===== config.mk =====
export PLATFORM = sky130hd
export DESIGN_NAME = lcd_seg_mux
export DESIGN_NICKNAME = d
export VERILOG_FILES = /design/src/rtl/lcd_seg_mux.sv
export SDC_FILE = /design/constraint.sdc
export NUM_CORES = 1
export LEC_CHECK = 0
export CAP_MARGIN = 20
export CORE_AREA = 2 2 164 166
export DETAILED_ROUTE_END_ITERATION = 10
export DIE_AREA = 0 0 166 168
export GPL_TIMING_DRIVEN = 0
export SLEW_MARGIN = 25
export SYNTH_ARGS = -nofsm -noshare
export SYNTH_HDL_FRONTEND = slang
export SYNTH_SLANG_ARGS = --single-unit

===== constraint.sdc =====
create_clock -name clk -period 3.8 [get_ports clk]
set_clock_uncertainty 0.05 [all_clocks]
set_input_delay 0.76 -clock clk [delete_from_list [all_inputs] [get_ports clk]]
set_output_delay 0.76 -clock clk [all_outputs]
set_load 0.02 [all_outputs]

===== src/rtl/lcd_seg_mux.sv =====
module lcd_seg_mux #(
  parameter int NSEG = 140
) (
  input  logic              clk,
  input  logic              rst,
  input  logic [2*NSEG-1:0] seg_bits,
  output logic [NSEG-1:0]   seg_out,
  output logic              com,
  output logic              m,
  output logic [1:0]        bp1,
  output logic [1:0]        bp2
);
  localparam logic [1:0] LV_LO  = 2'b00;
  localparam logic [1:0] LV_MID = 2'b01;
  localparam logic [1:0] LV_HI  = 2'b10;

  logic [1:0] phase;
  logic [1:0] active_lv;

  always_ff @(posedge clk) begin
    if (rst) phase <= 2'b00;
    else     phase <= phase + 2'd1;
  end

  assign com       = phase[0];
  assign m         = phase[1];
  assign active_lv = m ? LV_HI : LV_LO;
  assign bp1       = com ? LV_MID : active_lv;
  assign bp2       = com ? active_lv : LV_MID;

  for (genvar n = 0; n < NSEG; n++) begin : g_seg
    assign seg_out[n] = (com ? seg_bits[2*n+1] : seg_bits[2*n]) ^ m;
  end
endmodule



==> results_dict.tcl <==
set metrics [dict create \
    status "completed" \
    yosysTopAreaCellShare_pct 47.6 \
    fin_setup_tns_ns 0 \
    seqPwrFrac_pct 1.3 \
    hold-path-endpoint "phase[1]" \
    crit_fanout 10 \
    htree_levels 1 \
    power_switching_w 0.000864 \
    ys_seq_area_share_pct 1.36 \
    synth_edf_count 0 \
    coreArea_mm2 0.0264 \
    worstMarginPinSlew_ns 0.325 \
    synth_commonest_cells "mux2i_1, xnor2_1, buf_2" \
    grt_pass1_wl_um 24300 \
    syn_area_per_cell_um2 9.20 \
    met3_usage_pct 2.28 \
    dp_slack_ns 0.719 \
    route.final.wire_length_um 16600 \
    arrival_ns 2.44 \
    finalSetupViolCount 0 \
    fmaxAchievable_ghz 0.308 \
    reg2reg_from "phase[0]" \
    worstPathRequired_ns 2.99 \
    slew_viol_final 0 \
    dp.cells 1088 \
    stdcell_count 1091 \
    switching_share_pct 42.6 \
    cell_internal_pwr_w 0.00116 \
    cts_buffers 3 \
    ctsHoldBuffers 0 \
    holdPathStages 2 \
    reg2regPathDepth 6 \
    syn_inst 320 \
    track_usage_pct 11.1 \
    largest_register_ffs 2 \
    yosys_warnings 0 \
    final_nets 1036 \
    synth.area.top_cells "mux2i_1, xnor2_1, buf_6, buf_2, buf_4" \
    antenna_found_initial 0 \
    regMostFlops "phase" \
    root_buffer "clkbuf_16" \
    synth_nets 604 \
    port_buffers 427 \
    ctsResizeCount 0 \
    slowest_stage "clkdlybuf4s50_1" \
    power_frac_clock_pct 7.9 \
    crit_path_frequent_cell "buf_2" \
    synth.largest_area_cell "mux2i_1" \
    reg2reg_to "phase[1]" \
    design.die.area_mm2 0.0279 \
    fin_crit_sh_pct 85.5 \
    drt_iter0_markers 66 \
    drc 0 \
    std_cell_rows 60 \
    drtPass1Iterations 4 \
    top_regs "phase: 2 flops" \
    path_cells "buf_2 > buf_2 > buf_2 > xnor2_1 > clkdlybuf4s50_1" \
    gr-total-overflow 0 \
    vias_per_cell 3.53 \
    ios 428 \
    tritoncts "built" \
    clock_path_buffers 2 \
    hold_path.class "reg2reg" \
    comb_power_share_pct 90.8 \
    r2r_slack_ns 2.21 \
    cts.clk_slew.worst_paths_ns 0.03 \
    dp_hpwl_um 14500 \
    die_w_um 166 \
    setup_ws_ns 0.550 \
    clk_latency_ns 0.22 \
    synth_flop_cell "dfxtp_1" \
    ant_nets 0 \
    max-vdd-ir-drop_v 0.000222 \
    fin_crit_ns 3.25 \
    die_h_um 168 \
    syn_to_final_growth_pct 162 \
    gp_congestion 0.795 \
    grt_max_degree 11 \
    top_usage_layer "met2" \
    ys_ff_latch 2 \
    post_drt_wl_per_cell_um 15.2 \
    synth.distinct_cells 9 \
    async_flop_share_pct 0 \
    fin_util_pct 29.3 \
    drive_above_1_share_pct 4.80 \
    hold_viol 0 \
    grtUsageMet2_pct 20.5 \
    diodes 0 \
    num_vias 3850 \
    cp_slowest_stage_delay_ns 0.69 \
    hold_start "phase[1]" \
    cellPowerDensity_mw_per_mm2 263 \
    grt_pass1_vias 4145 \
    cts_setup_buffers 0 \
    cts.sinks 2 \
    slew_headroom_pct 77.7 \
    total_leakage_power_nw 2.79 \
    grt_use_met1_pct 13.5 \
    initial_core_util_pct 11.2 \
    rsz0062_at_grt "no" \
    crit_path_end_kind "output pin" \
    maxCapViolations 0 \
    critPathKind "reg2out" \
    syn-cell-area_mm2 0.00295 \
    crit_path_start_kind "register" \
]
==> worst max-delay path, delay by kind of cell, from the launching register on <==
| kind | cells | cell delay, ns |
|---|---|---|
| xor+xnor | 1 | 0.22 |
| buf+inv | 4 | 1.56 |
| flops | 1 | 0.43 |
==> worst max path at each step <==
stage | startpoint | end | cells after the start | slack (ns)
6_report | phase[1] | seg_out[77] | 5 | 0.55
4_1_cts | phase[1] | seg_out[77] | 5 | 0.47
3_5_place_dp | seg_bits[78] | seg_out[39] | 4 | 0.72
2_1_floorplan | phase[0] | seg_out[100] | 5 | 1.54
5_1_grt | phase[1] | seg_out[77] | 5 | 0.40
3_3_place_gp | phase[1] | seg_out[77] | 5 | 0.70
==> cells by family (layout without fill, tap and decap cells) <==
kind of cell / Yosys count / count (layout) / share of synthesized area, %
xor gates and xnor gates: 140 / 140 / 41.6
muxes: 140 / 140 / 47.6
buffers and inverters: 34 / 464 / 8.33
adders and majority gates: 2 / 2 / 0.849
DFF: 2 / 2 / 1.36
and+or+nand+nor: 2 / 2 / 0.255
==> per-layer routing <==
metal,routed length [um],part of all wire (%)
met1,6840,41
met2,8420,51
met3,1050,6.4
met4,242,1.5
met5,0,0
==> per-stage QoR <==
step	hold slack (ns)	total power, W	instance area, um^2
final	0.622	0.00203	7720
after global routing	0.676	0.00214	7720
after CTS	0.650	0.00205	7720
after detailed placement	0.642	0.00188	7650
after global placement	0.649	0.00188	7650
after floorplan	0.640	0.000922	2950
==> cells in the final DEF (no fill, tap or decap), drive strengths merged <==
master | netlist | final
clkdlybuf4s50 | 0 | 427
mux2i | 140 | 140
xnor2 | 140 | 140
buf | 33 | 33
clkbuf | 0 | 3
nor2 | 2 | 2
ha | 2 | 2
dfxtp | 2 | 2
inv | 1 | 1
==> power by group through the flow <==
stage	Sequential [W]	Clock [W]	Combinational [W]
6_report	0.0000264	0.000160	0.00184
5_1_grt	0.0000269	0.000165	0.00194
3_3_place_gp	0.0000268	0	0.00186
2_1_floorplan	0.0000275	0	0.000895
4_1_cts	0.0000266	0.000162	0.00187
3_5_place_dp	0.0000268	0	0.00186
==> final cells by class <==
cell class | count | area, um^2
repair buffers | 427 | 4270
well taps | 341 | 427
flip-flops and latches | 2 | 40.0
multi-input cells | 284 | 2660
inverters | 1 | 3.75
plain buffers | 33 | 241
clock buffers | 3 | 75.1
fillers | 2834 | 18600
Note: power is estimated with default switching activity, not from simulation.
